===== src/rtl/es_pwm_pkg.sv =====
package es_pwm_pkg;
  localparam int GS_W       = 16;                 // period counter / value width
  localparam int SEG_BITS   = 7;                  // log2 of segment count
  localparam int MIN_DEPTH  = 9;                  // smallest selectable N
  localparam int CODE_W     = 3;                  // depth select width
  localparam int SHIFT_W    = $clog2(GS_W - SEG_BITS + 1);
  localparam int SEGMENTS   = 1 << SEG_BITS;

  // Strobes and timing handed from control to datapath
  typedef struct packed {
    logic                load;     // last clock of period: transfer holding value
    logic [GS_W-1:0]     phase;    // position within the period
    logic [SHIFT_W-1:0]  posBits;  // N - SEG_BITS: log2 of segment length
  } ctrl_strobe_t;
endpackage


===== src/rtl/esPwmCtrl.sv =====
module esPwmCtrl
  import es_pwm_pkg::*;
(
  input  logic              clk,
  input  logic              rstN,
  input  logic [CODE_W-1:0] depthSel,
  output ctrl_strobe_t      strb
);
  localparam logic [GS_W-1:0]    ALL_ONES   = '1;
  localparam logic [SHIFT_W-1:0] RESET_BITS = SHIFT_W'(MIN_DEPTH - SEG_BITS);
  localparam logic [SHIFT_W-1:0] MAX_BITS   = SHIFT_W'(GS_W - SEG_BITS);

  logic [GS_W-1:0]    cntQ;
  logic [SHIFT_W-1:0] posBitsQ;
  logic [SHIFT_W:0]   depthN;
  logic [GS_W-1:0]    periodMask;
  logic               wrap;
  logic [SHIFT_W-1:0] nextPosBits;

  always_comb begin
    depthN      = {1'b0, posBitsQ} + (SHIFT_W+1)'(SEG_BITS);
    periodMask  = ALL_ONES >> ((SHIFT_W+1)'(GS_W) - depthN);
    wrap        = (cntQ == periodMask);
    nextPosBits = RESET_BITS + SHIFT_W'(depthSel);
  end

  always_ff @(posedge clk or negedge rstN) begin
    if (!rstN) begin
      cntQ     <= '0;
      posBitsQ <= RESET_BITS;
    end else if (wrap) begin
      cntQ     <= '0;
      posBitsQ <= nextPosBits;
    end else begin
      cntQ     <= cntQ + 1'b1;
    end
  end

  assign strb.load    = wrap;
  assign strb.phase   = cntQ;
  assign strb.posBits = posBitsQ;

  assert_cnt_in_period_R2: assert property (@(posedge clk) disable iff (!rstN)
    cntQ <= periodMask);
  assert_wrap_restart_R2: assert property (@(posedge clk) disable iff (!rstN)
    wrap |=> (cntQ == '0));
  assert_depth_hold_R3: assert property (@(posedge clk) disable iff (!rstN)
    !wrap |=> $stable(posBitsQ));
  assert_depth_range_R2: assert property (@(posedge clk) disable iff (!rstN)
    (posBitsQ >= RESET_BITS) && (posBitsQ <= MAX_BITS));
endmodule


===== src/rtl/esPwmData.sv =====
module esPwmData
  import es_pwm_pkg::*;
(
  input  logic            clk,
  input  logic            rstN,
  input  logic            gsWrEn,
  input  logic [GS_W-1:0] gsWrData,
  input  ctrl_strobe_t    strb,
  output logic            pwmOut
);
  localparam logic [GS_W-1:0] ALL_ONES = '1;

  logic [GS_W-1:0]     shadowQ;
  logic [GS_W-1:0]     activeQ;
  logic [GS_W-1:0]     lenMask;
  logic [GS_W-1:0]     slotPos;
  logic [GS_W-1:0]     baseOn;
  logic [SEG_BITS-1:0] segIdx;
  logic [SEG_BITS-1:0] slotRank;
  logic [SEG_BITS-1:0] extraCnt;

  always_ff @(posedge clk or negedge rstN) begin
    if (!rstN) begin
      shadowQ <= '0;
      activeQ <= '0;
    end else begin
      if (gsWrEn)    shadowQ <= gsWrData;
      if (strb.load) activeQ <= shadowQ;
    end
  end

  always_comb begin
    lenMask  = ~(ALL_ONES << strb.posBits);
    slotPos  = strb.phase & lenMask;
    segIdx   = SEG_BITS'(strb.phase >> strb.posBits);
    baseOn   = (activeQ >> SEG_BITS) & lenMask;
    extraCnt = activeQ[SEG_BITS-1:0];
  end

  // Bit-reversed segment rank spreads the extra clocks evenly
  for (genvar b = 0; b < SEG_BITS; b++) begin : g_rev
    assign slotRank[b] = segIdx[SEG_BITS-1-b];
  end

  assign pwmOut = (slotPos < baseOn) ||
                  ((slotPos == baseOn) && (slotRank < extraCnt));

  assert_capture_R4: assert property (@(posedge clk) disable iff (!rstN)
    gsWrEn |=> (shadowQ == $past(gsWrData)));
  assert_active_hold_R4: assert property (@(posedge clk) disable iff (!rstN)
    !strb.load |=> $stable(activeQ));
  assert_active_load_R4: assert property (@(posedge clk) disable iff (!rstN)
    strb.load |=> (activeQ == $past(shadowQ)));
  assert_zero_dark_R6: assert property (@(posedge clk) disable iff (!rstN)
    ((baseOn == '0) && (extraCnt == '0)) |-> !pwmOut);
endmodule


===== src/rtl/esPwmGen.sv =====
module esPwmGen
  import es_pwm_pkg::*;
(
  input  logic              clk,
  input  logic              rstN,
  input  logic [CODE_W-1:0] depthSel,
  input  logic              gsWrEn,
  input  logic [GS_W-1:0]   gsWrData,
  output logic              pwmOut
);
  ctrl_strobe_t strb;

  esPwmCtrl i_ctrl (
    .clk      (clk),
    .rstN     (rstN),
    .depthSel (depthSel),
    .strb     (strb)
  );

  esPwmData i_data (
    .clk      (clk),
    .rstN     (rstN),
    .gsWrEn   (gsWrEn),
    .gsWrData (gsWrData),
    .strb     (strb),
    .pwmOut   (pwmOut)
  );
endmodule


===== config.mk =====
export PLATFORM = sky130hd
export DESIGN_NAME = esPwmGen
export DESIGN_NICKNAME = d
export VERILOG_FILES = /design/src/rtl/es_pwm_pkg.sv /design/src/rtl/esPwmCtrl.sv /design/src/rtl/esPwmData.sv /design/src/rtl/esPwmGen.sv
export SDC_FILE = /design/constraint.sdc
export NUM_CORES = 1
export LEC_CHECK = 0
export CORE_MARGIN = 8
export CORE_UTILIZATION = 60
export DETAILED_ROUTE_END_ITERATION = 7
export GPL_TIMING_DRIVEN = 0
export PLACE_DENSITY = 0.8
export SYNTH_ARGS = -nofsm -noshare
export SYNTH_HDL_FRONTEND = slang
export SYNTH_SLANG_ARGS = --single-unit

===== constraint.sdc =====
create_clock -name clk -period 4.85 [get_ports clk]
set_clock_uncertainty 0.1 [all_clocks]
set_input_delay 1.455 -clock clk [delete_from_list [all_inputs] [get_ports clk]]
set_output_delay 1.455 -clock clk [all_outputs]
set_load 0.005 [all_outputs]

# Word level (Yosys, flattened, before mapping)
# Index checks and enable logic that the tools add are counted.
[totals] register_bits=52 input_bits=22 output_inout_bits=1 word_cells=21
[classes] addsub=4 order_cmp=2 eq_ne=2 shifts=3 muxes=1 bitwise=3 n_reduce_logical=2
[ops] cell="16-bit == test" n=2
[ops] cell="16-bit by 1-bit adder with 16-bit output (second input constant)" n=1
[ops] cell="16-bit AND" n=1
[ops] cell="9-bit by 16-bit AND with 16-bit output" n=1
[ops] cell="16-bit less-than comparator" n=1
[ops] cell="16-bit two-way mux" n=1
[ops] cell="16-bit NOT" n=1
[ops] cell="16-bit by 4-bit << shifter with 16-bit output (first input constant)" n=1
[ops] cell="16-bit by 4-bit right shift with 7-bit output" n=1
[ops] cell="16-bit by 5-bit right shift with 16-bit output (first input constant)" n=1
[ops] cell="7-bit less-than comparator" n=1
[ops] cell="4-bit by 3-bit adder with 5-bit output (second input constant)" n=1
[ops] cell="5-bit subtractor (first input constant)" n=1
[ops] cell="2-bit by 3-bit adder with 4-bit output (first input constant)" n=1
[ops] cell="1-bit logical AND" n=1
[ops] cell="1-bit logical OR" n=1

# Longest topological paths before layout
[depth] ltp_word=6 mapped_depth=15 depth_no_buf=11

# By module
# Synthesis repeated with hierarchy kept, for this count alone.
[hier_totals] cells_unflattened=407 area_unflattened_um2=3907.5
[modules_own_cells] module="esPwmData" n_inst=1 cells_per_inst=212 area_each_um2=2224.6
[modules_own_cells] module="esPwmCtrl" n_inst=1 cells_per_inst=195 area_each_um2=1682.9

# Worst setup path before layout
# Ideal clock, no wire load.
[synth_timing] path_kind="flip-flop to output port" start="reg i_ctrl.posBitsQ[1]" end="out pwmOut" arrival_ns=3.031 required_ns=3.295 path_slack_ns=0.264 path_stages_with_launch=15 path_buffers=3 cell_sequence="dfstp_2 buf_2 buf_1 inv_1 clkbuf_1 ha_1 ha_1 nand2b_1 ha_1 nor2b_1 o21a_1 o21ai_0 nand2b_1 a311oi_1 o21a_1"
[synth_via] elab_chain_len=6 elab_cells_between_ends=10 cone_classes="order compare: 2; eq/ne: 1; shift: 2; bitwise: 3; reduce/logical: 2"
[synth_lines] item="from (decl)" line="esPwmCtrl.sv:14" source="logic [SHIFT_W-1:0] posBitsQ;"
[synth_lines] item="from (signal assigned)" line="esPwmCtrl.sv:33" source="posBitsQ <= nextPosBits;"
[synth_lines] item="branches (longest 5 deep; another with 16-bit less-than comparator)"
[synth_lines] item="1-bit logical OR *" line="esPwmData.sv:45" source="assign pwmOut = (slotPos < baseOn) ||"
[synth_lines] item="to (decl)" line="esPwmGen.sv:9" source="output logic pwmOut"
# Mark *: on every way between the ends.

# Final worst setup path
# Same ends and word-level chain as after synthesis.

==> flow_summary.json <==
{
  "outcome": "finished clean",
  "core-area_sq_mm": 0.00596,
  "hold_slack_ns": 0.404,
  "netlist_top_cells_area": "dfrtp_1, ha_1, mux2_2",
  "drc": 0,
  "synth-edff-count": 0,
  "holdPathEnd": "i_data.activeQ[11]",
  "vdd_drop_max_mv": 0.152,
  "total_power_uw": 809,
  "antenna_found_initial": 0,
  "cts-root-buf": "clkbuf_8",
  "grt_pass1_wl_microns": 15500,
  "cts_buffers": 5,
  "pwr_density_cell_mw_per_mm2": 191,
  "fmax_mhz": 213,
  "hold_buffers": 0,
  "critPathLaunchType": "flip-flop",
  "yosysTopAreaCellShare": 0.342,
  "num_vias": 3101,
  "cts_tree": "done",
  "reg2reg_to": "i_data.activeQ[3]",
  "overflow": 0,
  "groute.usage.overall": 0.219,
  "worst_ep_required_time_ns": 3.29,
  "yosysSeqAreaShare": 0.349,
  "reg2reg_slack_ns": 0.76,
  "grt_max_degree": 36,
  "ios": 23,
  "crit_arrival_ns": 3.15,
  "fill_cells": 457,
  "hold_depth": 1,
  "min_period_ns": 4.70,
  "crit_path_end_kind": "primary output",
  "worstPathMaxFanout": 4,
  "finalCritPeriodShare": 0.970,
  "stdcell_area_sq_mm": 0.00424,
  "cts.sinks": 52,
  "avgSynthCellArea_sq_um": 9.69,
  "clk_path_buf_depth": 2,
  "viasPerCell": 6.30,
  "gp_congestion": 0.916,
  "placed_area_sq_mm": 0.00405,
  "syn_area_sq_mm": 0.00373,
  "place_ws_ns": -0.737,
  "setup_viol": 0,
  "drtPass1Iterations": 7,
  "diodes": 0,
  "tightest_slew_ns": 0.778,
  "hp-class": "flip-flop to flip-flop",
  "syn_nets": 431,
  "worst-r2r-cell-count": 12,
  "routedWlPerCell_microns": 18.7,
  "finish.utilization": 0.713,
  "p_leak_nw": 1.79,
  "die_height_microns": 94.9,
  "hpwl_microns": 6710,
  "fin_ws_ns": 0.146,
  "synth.largest_area_cell": "dfrtp_1",
  "synth_cell_types": 64,
  "final_nets": 462,
  "die_x_microns": 94.9,
  "rsz0062_at_grt": "false",
  "syn_inst": 385,
  "routed_wl_microns": 9220,
  "critPathKind": "flip-flop to primary output",
  "worstReg2RegStart": "i_ctrl.posBitsQ[1]",
  "place_inst": 482,
  "hold_viol": 0,
  "ys_async_sr_fraction": 1.00,
  "setup_tns_ns": 0,
  "drtIter0Drc": 422,
  "die_area_sq_mm": 0.00900,
  "start_util": 0.626,
  "grt_pass1_vias": 3103,
  "cts.clk_slew.worst_paths_ns": 0.10,
  "insertion_delay_ns": 0.31,
  "ys_ff_latch": 52,
  "final_cell_count_no_fill": 492,
  "syn_to_final_growth_pct": 13.7,
  "postRouteAntennaNets": 0,
  "drv_slew": 0,
  "hold_start": "i_data.shadowQ[11]",
  "drive_above_1_share": 0.185,
  "slew_headroom": 0.479,
  "drv_cap": 0,
  "placement.io_buffers": 21,
  "synth_top_flop_cell": "dfrtp_1",
  "row_count": 28,
  "h-tree-depth": 2,
  "yosysWarningCount": 0
}
layer usage:
metal  vias up  part of all wire  track usage
li1       1447                 -            -
met1      1490              0.45        0.295
met2       143              0.47        0.345
met3        21             0.062       0.0381
met4         0             0.023       0.0780
met5         -                 0            0
critical path, cell delays in order, from the launching register on:
cell and delay, ns:
dfstp_2 0.57, buf_6 0.11, inv_1 0.08, clkbuf_8 0.15, ha_2 0.20, ha_2 0.20
nand2b_1 0.14, ha_1 0.30, nor2b_1 0.15, o21a_1 0.16, o21ai_1 0.11, nand2b_1 0.09
a311oi_2 0.21, o21a_1 0.14, dlygate4sd2_1 0.23
cell usage in the layout, fill, tap and decap left out, types with 4 or more instances in the layout:
| cell type | netlist | final |
|---|---|---|
| o211ai_1 | 6 | 6 |
| a31oi_1 | 6 | 6 |
| mux2_4 | 10 | 10 |
| a211oi_1 | 6 | 6 |
| dfrtp_1 | 51 | 49 |
| nand2b_1 | 8 | 8 |
| o21ai_0 | 13 | 12 |
| xnor2_1 | 6 | 6 |
| buf_4 | 1 | 9 |
| o21a_1 | 5 | 5 |
| clkbuf_8 | 0 | 6 |
| a21oi_1 | 13 | 13 |
| nor2_1 | 31 | 31 |
| clkbuf_1 | 20 | 15 |
| clkdlybuf4s50_1 | 0 | 19 |
| nor2b_1 | 11 | 11 |
| ha_1 | 24 | 22 |
| o22ai_1 | 4 | 4 |
| mux2_2 | 25 | 25 |
| inv_1 | 13 | 13 |
| nand3_1 | 8 | 8 |
| and3_1 | 4 | 4 |
| xor2_1 | 10 | 10 |
| buf_6 | 2 | 4 |
| mux2i_1 | 14 | 14 |
| nand4_1 | 6 | 6 |
| nor3_1 | 6 | 6 |
| nand2_1 | 28 | 28 |
worst max path at each step:
stage | endpoint | slack (ns) | start | cells past startpoint
CTS | pwmOut | 0.11 | i_ctrl.posBitsQ[1] | 14
global route | pwmOut | 0.002 | i_ctrl.posBitsQ[0] | 14
floorplan | pwmOut | 0.26 | i_ctrl.posBitsQ[1] | 14
finish | pwmOut | 0.15 | i_ctrl.posBitsQ[1] | 14
global placement | pwmOut | -0.71 | i_ctrl.posBitsQ[1] | 15
detailed placement | pwmOut | -0.74 | i_ctrl.posBitsQ[1] | 15
cell usage after synthesis, types with 3 or more instances:
library cell	count
clkbuf_1	20
nand4_1	6
mux2_2	25
ha_1	24
inv_1	13
o21a_1	5
a211oi_1	6
mux2i_1	14
nand3_1	8
buf_1	5
mux2_4	10
o211ai_1	6
nand2b_1	8
xnor2_1	6
dfrtp_1	51
o21ai_0	13
xor2_1	10
and3_1	4
nor2_1	31
a21oi_1	13
nand2_1	28
mux4_2	3
o22ai_1	4
nor3_1	6
a31oi_1	6
nor2b_1	11
buf_2	3
sequential cells by signal (all words and copies together), names as in the netlist:
name and count:
i_ctrl.cntQ 16, i_data.shadowQ 16, i_data.activeQ 16, i_ctrl.posBitsQ 4
where the power goes:
| part | internal [mW] | total, mW | switching, mW |
|---|---|---|---|
| registers | 0.447 | 0.453 | 0.00662 |
| logic | 0.0279 | 0.0448 | 0.0169 |
| clock network | 0.156 | 0.311 | 0.155 |
| total | 0.630 | 0.809 | 0.178 |
cell type report:
type / count / area [sq um] / share of cell area
sequential: 52 / 1310 / 0.307
timing repair buffer: 27 / 262 / 0.0616
inverter: 15 / 57.6 / 0.0136
buffer: 29 / 171 / 0.0404
multi-input combinational: 286 / 2240 / 0.528
tap: 75 / 93.8 / 0.0221
clock inverter: 3 / 46.3 / 0.0109
clock buffer: 5 / 68.8 / 0.0162
kinds of logic (layout without fill, tap and decap cells):
logic type | count (synthesis) | in the layout | share of synthesized area
AO/OA/AOI/OAI | 76 | 76 | 0.141
XOR/XNOR | 16 | 16 | 0.0376
adder cells (fa/ha/maj) | 24 | 24 | 0.0805
buffers and inverters | 47 | 79 | 0.0537
flip-flops | 52 | 52 | 0.349
multiplexers | 54 | 54 | 0.177
AND/OR/NAND/NOR | 116 | 116 | 0.161
timing repair:
item                                    4_1_cts  5_1_grt
pin swaps                                     2        0
cloned                                        0        0
endpoints found under the hold margin         0        0
buffers inserted                              5        0
gates resized for setup                      23        4
endpoints found under the setup margin        1        1
No activity file was read; power rests on OpenSTA's default activity.
